File: src/rtl/irq_wake_pkg.sv
package irq_wake_pkg;

    localparam int NUM_EXT = 2;

    typedef enum logic [1:0] {
        PM_RUN   = 2'd0,
        PM_WAIT  = 2'd1,
        PM_STOP  = 2'd2,
        PM_STOP2 = 2'd3
    } pmode_e;

    typedef struct packed {
        logic low_power;
        logic leaving;
        logic stop;
    } lp_state_t;

    function automatic logic is_low_power(input logic [1:0] m);
        return m != PM_RUN;
    endfunction

    function automatic logic is_stop(input logic [1:0] m);
        return m[1];
    endfunction

endpackage

File: src/rtl/irq_lp_tracker.sv
module irq_lp_tracker
    import irq_wake_pkg::*;
#(
    parameter int NUM_PERIPH = 8
) (
    input  logic                  clk,
    input  logic                  rst,
    input  logic [1:0]            mode_i,
    input  logic [NUM_EXT-1:0]    ext_en_i,
    input  logic [NUM_PERIPH-1:0] per_en_i,
    output lp_state_t             st_o,
    output logic [NUM_EXT-1:0]    ext_en_eff_o,
    output logic [NUM_PERIPH-1:0] per_en_eff_o,
    output logic [NUM_EXT-1:0]    ext_shadow_o
);
    logic                  lp_q;
    logic                  entering;
    logic [NUM_EXT-1:0]    ext_sh_q;
    logic [NUM_PERIPH-1:0] per_sh_q;

    always_comb begin
        st_o.low_power = is_low_power(mode_i);
        st_o.stop      = is_stop(mode_i);
        st_o.leaving   = !st_o.low_power && lp_q;
        entering       = st_o.low_power && !lp_q;
    end

    always_ff @(posedge clk) begin
        if (rst) begin
            lp_q     <= 1'b0;
            ext_sh_q <= '0;
            per_sh_q <= '0;
        end else begin
            lp_q <= st_o.low_power;
            if (entering) begin
                ext_sh_q <= ext_en_i;
                per_sh_q <= per_en_i;
            end
        end
    end

    // On the entry cycle the snapshot is not yet loaded: use live enables.
    assign ext_en_eff_o = lp_q ? ext_sh_q : ext_en_i;
    assign per_en_eff_o = lp_q ? per_sh_q : per_en_i;
    assign ext_shadow_o = ext_sh_q;
endmodule

File: src/rtl/irq_ext_pin_cell.sv
module irq_ext_pin_cell #(
    parameter int SYNC_STAGES = 2
) (
    input  logic clk,
    input  logic rst,
    input  logic pin_n_i,
    input  logic edge_i,
    input  logic en_i,
    input  logic shadow_en_i,
    input  logic ack_i,
    input  logic low_power_i,
    input  logic leaving_i,
    output logic pend_o
);
    // chain[SYNC_STAGES-1] is the synchronized level, chain[SYNC_STAGES] its previous value
    logic [SYNC_STAGES:0] chain_q;
    logic synced_n, prev_n, fall, set_c;

    always_ff @(posedge clk) begin
        if (rst) chain_q <= '1;
        else     chain_q <= {chain_q[SYNC_STAGES-1:0], pin_n_i};
    end

    assign synced_n = chain_q[SYNC_STAGES-1];
    assign prev_n   = chain_q[SYNC_STAGES];
    assign fall     = prev_n && !synced_n;

    always_comb begin
        set_c = 1'b0;
        if (!low_power_i) begin
            set_c = en_i && (edge_i ? fall : !synced_n);
            if (leaving_i && shadow_en_i && !synced_n) set_c = 1'b1;
        end
    end

    always_ff @(posedge clk) begin
        if (rst)               pend_o <= 1'b0;
        else if (!low_power_i) pend_o <= (pend_o && !ack_i) || set_c;
    end
endmodule

File: src/rtl/irq_per_pend_bank.sv
module irq_per_pend_bank #(
    parameter int NUM_PERIPH = 8
) (
    input  logic                  clk,
    input  logic                  rst,
    input  logic                  low_power_i,
    input  logic [NUM_PERIPH-1:0] req_i,
    input  logic [NUM_PERIPH-1:0] en_i,
    input  logic [NUM_PERIPH-1:0] ack_i,
    output logic [NUM_PERIPH-1:0] pend_o
);
    always_ff @(posedge clk) begin
        if (rst)               pend_o <= '0;
        else if (!low_power_i) pend_o <= (pend_o & ~ack_i) | (req_i & en_i);
    end
endmodule

File: src/rtl/irq_wake_combiner.sv
module irq_wake_combiner
    import irq_wake_pkg::*;
#(
    parameter int NUM_PERIPH = 8
) (
    input  lp_state_t             st_i,
    input  logic [NUM_EXT-1:0]    ext_n_i,
    input  logic [NUM_EXT-1:0]    ext_en_eff_i,
    input  logic [NUM_PERIPH-1:0] per_req_i,
    input  logic [NUM_PERIPH-1:0] per_en_eff_i,
    input  logic [NUM_PERIPH-1:0] per_needs_clk_i,
    input  logic                  can_wake_i,
    output logic                  wake_o
);
    logic [NUM_PERIPH-1:0] per_allowed;
    logic ext_hit, per_hit;

    always_comb begin
        per_allowed = st_i.stop ? ~per_needs_clk_i : '1;
        ext_hit     = |(ext_en_eff_i & ~ext_n_i);
        per_hit     = |(per_req_i & per_en_eff_i & per_allowed);
        wake_o      = st_i.low_power && (ext_hit || per_hit || can_wake_i);
    end
endmodule

File: src/rtl/irq_wake_ctrl.sv
module irq_wake_ctrl
    import irq_wake_pkg::*;
#(
    parameter int NUM_PERIPH  = 8,
    parameter int SYNC_STAGES = 2
) (
    input  logic                  clk,
    input  logic                  rst,
    input  logic [1:0]            mode_i,
    input  logic [1:0]            ext_n_i,
    input  logic [1:0]            ext_edge_i,
    input  logic [1:0]            ext_en_i,
    input  logic [1:0]            ext_ack_i,
    input  logic [NUM_PERIPH-1:0] per_req_i,
    input  logic [NUM_PERIPH-1:0] per_en_i,
    input  logic [NUM_PERIPH-1:0] per_needs_clk_i,
    input  logic [NUM_PERIPH-1:0] per_ack_i,
    input  logic                  can_wake_i,
    output logic [1:0]            ext_pend_o,
    output logic [NUM_PERIPH-1:0] per_pend_o,
    output logic                  wake_o
);
    lp_state_t             st;
    logic [NUM_EXT-1:0]    ext_en_eff, ext_shadow;
    logic [NUM_PERIPH-1:0] per_en_eff;

    irq_lp_tracker #(.NUM_PERIPH(NUM_PERIPH)) u_track (
        .clk(clk), .rst(rst), .mode_i(mode_i),
        .ext_en_i(ext_en_i), .per_en_i(per_en_i),
        .st_o(st), .ext_en_eff_o(ext_en_eff),
        .per_en_eff_o(per_en_eff), .ext_shadow_o(ext_shadow)
    );

    for (genvar g = 0; g < NUM_EXT; g++) begin : g_pin
        irq_ext_pin_cell #(.SYNC_STAGES(SYNC_STAGES)) u_pin (
            .clk(clk), .rst(rst),
            .pin_n_i(ext_n_i[g]), .edge_i(ext_edge_i[g]),
            .en_i(ext_en_i[g]), .shadow_en_i(ext_shadow[g]),
            .ack_i(ext_ack_i[g]),
            .low_power_i(st.low_power), .leaving_i(st.leaving),
            .pend_o(ext_pend_o[g])
        );
    end

    irq_per_pend_bank #(.NUM_PERIPH(NUM_PERIPH)) u_per (
        .clk(clk), .rst(rst), .low_power_i(st.low_power),
        .req_i(per_req_i), .en_i(per_en_i), .ack_i(per_ack_i),
        .pend_o(per_pend_o)
    );

    irq_wake_combiner #(.NUM_PERIPH(NUM_PERIPH)) u_wake (
        .st_i(st), .ext_n_i(ext_n_i), .ext_en_eff_i(ext_en_eff),
        .per_req_i(per_req_i), .per_en_eff_i(per_en_eff),
        .per_needs_clk_i(per_needs_clk_i), .can_wake_i(can_wake_i),
        .wake_o(wake_o)
    );
endmodule

File: config.mk
export PLATFORM = sky130hd
export DESIGN_NAME = irq_wake_ctrl
export DESIGN_NICKNAME = d
export VERILOG_FILES = /design/src/rtl/irq_wake_pkg.sv /design/src/rtl/irq_lp_tracker.sv /design/src/rtl/irq_ext_pin_cell.sv /design/src/rtl/irq_per_pend_bank.sv /design/src/rtl/irq_wake_combiner.sv /design/src/rtl/irq_wake_ctrl.sv
export SDC_FILE = /design/constraint.sdc
export NUM_CORES = 1
export LEC_CHECK = 0
export CAP_MARGIN = 20
export CORE_ASPECT_RATIO = 0.6
export CORE_UTILIZATION = 25
export CTS_CLUSTER_SIZE = 8
export DETAILED_ROUTE_END_ITERATION = 16
export GPL_TIMING_DRIVEN = 0
export PLACE_DENSITY = 0.63
export SKIP_LAST_GASP = 1
export SYNTH_ARGS = -nofsm -noshare
export SYNTH_HDL_FRONTEND = slang
export SYNTH_SLANG_ARGS = --single-unit
File: constraint.sdc
create_clock -name clk -period 3.3 [get_ports clk]
set_clock_uncertainty 0.1 [all_clocks]
set_input_delay 0.495 -clock clk [delete_from_list [all_inputs] [get_ports clk]]
set_output_delay 0.495 -clock clk [all_outputs]
set_load 0.005 [all_outputs]
After elaboration in Yosys (flattened, before gate mapping)
Index checks and enable logic that the tools add are counted.
Operators by class
  multiplexer cells: 9
  bitwise logic cells: 9
  reductions and logical operators: 26
Operator list (number)
  $and 8x8->8: 4
  $mux 8: 2
  $not 8->8: 2
  $logic_and 1x1->1: 13
  $or 8x8->8: 1
  $reduce_or 8->1: 1
  $logic_not 1->1: 6
  $mux 1: 6
  $logic_or 1x1->1: 4
  $and 2x2->2: 1
  $mux 2: 1
  $not 2->2: 1
  $reduce_bool 2->1: 1
  $reduce_or 2->1: 1
Storage, ports and cells
  bits in registers: 27
  input port bits: 45
  output and inout port bits: 11
  word-level logic and storage cells: 52

Longest topological paths before layout
  depth in word-level cells: 8
  depth in mapped cells: 6
  mapped depth without buffers: 4

By module
Synthesis repeated with hierarchy kept, for this count alone.
Unflattened totals
  cell total of the unflattened synthesis: 152
  area total of the unflattened synthesis: 1468.9 um^2
Modules (own cells, without submodules)
  irq_lp_tracker: instances 1, cells each 61, area an instance 621.8 um^2, sequential area each 220.2 um^2
  irq_per_pend_bank: instances 1, cells each 42, area an instance 464.2 um^2, sequential area each 160.2 um^2
  irq_ext_pin_cell: instances 2, cells each 14, area an instance 136.4 um^2, sequential area each 80.1 um^2
  irq_wake_combiner: instances 1, cells each 21, area an instance 110.1 um^2, sequential area each 0.0 um^2

Least setup slack after synthesis
OpenSTA, ideal clock, no wires.
  path kind: input -> output
  start point: in mode_i[1]
  end point: out wake_o
  arrival time: 1.374 ns
  required time: 2.705 ns
  slack: 1.331 ns
  cell stages on the path: 5
  buffers on the path: 1
  cell sequence: clkbuf_1 > a21boi_0 > a32o_1 > a311oi_1 > a31oi_1
On the way
  word-level cells in the longest chain between the ends: 6
  elaborated cells on any way between the ends: 7
  those cells by class: 1 x mux; 1 x bitwise; 5 x reduce/logical
Ends and longest elaborated chain
  start: declaration: RTL line irq_wake_ctrl.sv:9  | input logic [1:0] mode_i,
  $mux 8: RTL line irq_wake_combiner.sv:19  | per_allowed = st_i.stop ? ~per_needs_clk_i : '1;
  $and 8x8->8: RTL line irq_wake_combiner.sv:21  | per_hit = |(per_req_i & per_en_eff_i & per_allowed);
  $reduce_or 8->1: RTL line irq_wake_combiner.sv:21
  $logic_or 1x1->1 (2 in series): RTL line irq_wake_combiner.sv:22  | wake_o = st_i.low_power && (ext_hit || per_hit || can_wake_i);
  $logic_and 1x1->1 *: RTL line irq_wake_combiner.sv:22
  end: declaration: RTL line irq_wake_ctrl.sv:21  | output logic wake_o
Mark *: on every way between the ends. The rest lies on a longest branch, timed or not.

Worst setup path in the final report
Ends and elaborated chain as after synthesis.

==> summary.md <==
| Metric | Value |
|---|---|
| Outcome | finished clean |
| Crit path launch type | primary input |
| Tmin final | 3020 ps |
| Leak | 0.685 nW |
| WL final | 3620 um |
| RD Place Congestion | 0.679 |
| Synth top area cells | dfxtp_1 (45%), nand2_1 (13%), a32oi_1 (5.8%) |
| Width of the die | 91.4 um |
| Dpl hpwl | 2680 um |
| Mapped Nets | 189 |
| Post-CTS Setup Inserts | 0 |
| Syn Std Cell Area | 1200 um2 |
| Vias in the first global route | 1176 |
| ANT cells | 0 |
| Clk sinks | 27 |
| Cell count after synthesis | 144 |
| Slew @ Worst Pin | 600 ps |
| Congestion Overflow GR | 0 |
| Initial antenna violation count | 0 |
| I/O pin count | 56 |
| Buffer levels on the longest clock path | 2 |
| Setup CP Type | primary input to primary output |
| Fill cell count | 474 |
| Row count | 19 |
| Post-Place Cells | 261 |
| Port Buffers | 54 |
| Yosys warns | 0 |
| Core Box Area | 4590 um2 |
| Die footprint | 5090 um2 |
| Hold WC Path Type | flip-flop to flip-flop |
| Mapped Avg Cell Area | 8.33 um2 |
| Fin crit share | 91.5% |
| CTS Buf Count | 3 |
| Commonest non-fill, non-tap cell in the layout | clkdlybuf4s50_1 |
| Largest net degree at the start of global routing | 15 |
| WL per Instance | 13.7 um |
| Clock-pin slew on the worst setup and hold paths | 90 ps |
| Vias | 1215 |
| # setup viols final | 0 |
| Post-synth top area share | 45.0% |
| Max cap viols | 0 |
| Yosys reg bits | 27 |
| Max frequency | 331 MHz |
| CP Capture Type | primary output |
| 1st-pass router iterations | 4 |
| Final Hold Viols | 0 |
| Post-route DRC | 0 |
| Rel. slew slack | 60.0% |
| Drt via density | 4.58 |
| Most frequent cells in the layout | clkdlybuf4s50_1 (54), nand2_1 (40), dfxtp_1 (27), a21oi_1 (13), nor2_1 (10) |
| CP max FO | 10 |
| Leading register cell type out of synthesis | dfxtp_1 |
| CTS tree | yes |
| Pins over their slew limit | 0 |
| Detailed router's first-iteration violation count | 48 |
| Area growth syn-to-layout | 55.5% |
| Starting Density | 26.2% |
| GRT Util Overall | 14.7% |
| Final net count | 248 |
| RSZ-0062 raised after global routing | no |
| Die Height | 55.7 um |
| Pwr Density | 365 nW/um2 |
| Final Non-Filler Cells | 265 |
| Synth area leader | dfxtp_1 |
| Post-synth ARST share | 0% |
| Skew-Pair Late Insertion Delay | 270 ps |
| Final ANT Viol Nets | 0 |
| Post-Route Setup TNS | 0 ps |
| H-tree level count | 1 |
| Sequential area share after synthesis | 45.0% |
| Synth unique cells | 28 |
| Share of layout cells above drive strength 1 | 10.4% |
| Peak VDD IR | 0.000152 V |
| Data required, critical path | 2700 ps |
| First-pass GRT wire length | 5780 um |
| CP arrival | 2420 ps |
| Post-synth EDFFs | 0 |
| Root Driver | clkbuf_8 |
==> layer usage <==
layer  track usage (%)  wire length, um  vias up
li1                  -                -      612
met1              22.2             1970      560
met2              20.7             1390       41
met3              4.23              253        2
met4              2.04                9        0
met5                 0                0        -
==> stage by stage <==
stage	hold WS, ps	total power [mW]	setup slack (ps)	util, %	instance area, um2
after global placement	291	0.497	24.2	39.7	1820
after floorplan	289	0.414	1330	-	1200
after global routing	336	0.717	184	40.7	1870
after detailed placement	294	0.498	40.6	39.7	1820
final	316	0.680	280	40.7	1870
after CTS	316	0.688	37.8	40.6	1860
==> worst max-delay path: stages <==
cell             delay (ps)
clkdlybuf4s50_1         480
clkbuf_2                270
a21boi_0                150
a32o_1                  240
a311oi_1                200
a31oi_1                 110
clkdlybuf4s50_1         480
==> power breakdown <==
part / switching [mW] / internal (mW)
Sequential: 0.00620 / 0.341
Clock: 0.103 / 0.0865
Combinational: 0.0592 / 0.0850
==> what timing repair did <==
| action | in CTS | in global routing |
|---|---|---|
| hold buffers | 0 | 0 |
| endpoints found under the hold margin | 0 | 0 |
| gates resized for setup | 0 | 2 |
| endpoints found under the setup margin | 0 | 1 |
==> synthesized netlist by cell type (2+ instances only) <==
library cell,n
nand2_1,40
a21oi_1,13
mux2_2,3
a31oi_1,2
nand2b_1,3
or2b_1,3
buf_4,3
or2_2,7
dfxtp_1,27
nor2_1,10
o2111ai_1,4
clkbuf_1,6
a32oi_1,8
==> final timing paths <==
check                            start                   endpoint  slack, ps  depth (start not counted)
max                          mode_i[1]                     wake_o        280                          7
min          g_pin[1].u_pin.chain_q[0]  g_pin[1].u_pin.chain_q[1]        320                          1
max reg2reg               u_track.lp_q        u_track.per_sh_q[1]       1810                          6
min reg2reg  g_pin[1].u_pin.chain_q[0]  g_pin[1].u_pin.chain_q[1]        320                          1
==> state kept, by name, summed over array words and instances (netlist names) <==
signal,cells
u_per.pend_o,8
u_track.per_sh_q,8
g_pin.u_pin.chain_q,6
g_pin.u_pin.pend_o,2
u_track.ext_shadow_o,2
u_track.lp_q,1
==> cell type report <==
cell class | count | area [um2] | share of cell area, %
buffer | 11 | 62.6 | 3.35
clock buffer | 4 | 45.0 | 2.41
inverter | 1 | 3.75 | 0.201
multi-input combinational | 105 | 594 | 31.9
sequential | 27 | 541 | 29.0
tap | 63 | 78.8 | 4.23
timing repair buffer | 54 | 541 | 29.0
==> logic make-up (layout without fill, tap and decap cells) <==
group | after synthesis | after routing | synth area share [%]
AND/OR/NAND/NOR | 66 | 66 | 24.4
AO/OA/AOI/OAI | 34 | 34 | 20.2
flip-flops | 27 | 27 | 45.0
buffers and inverters | 12 | 70 | 5.42
multiplexers | 5 | 5 | 4.90
(Power assumes the default switching activity.)
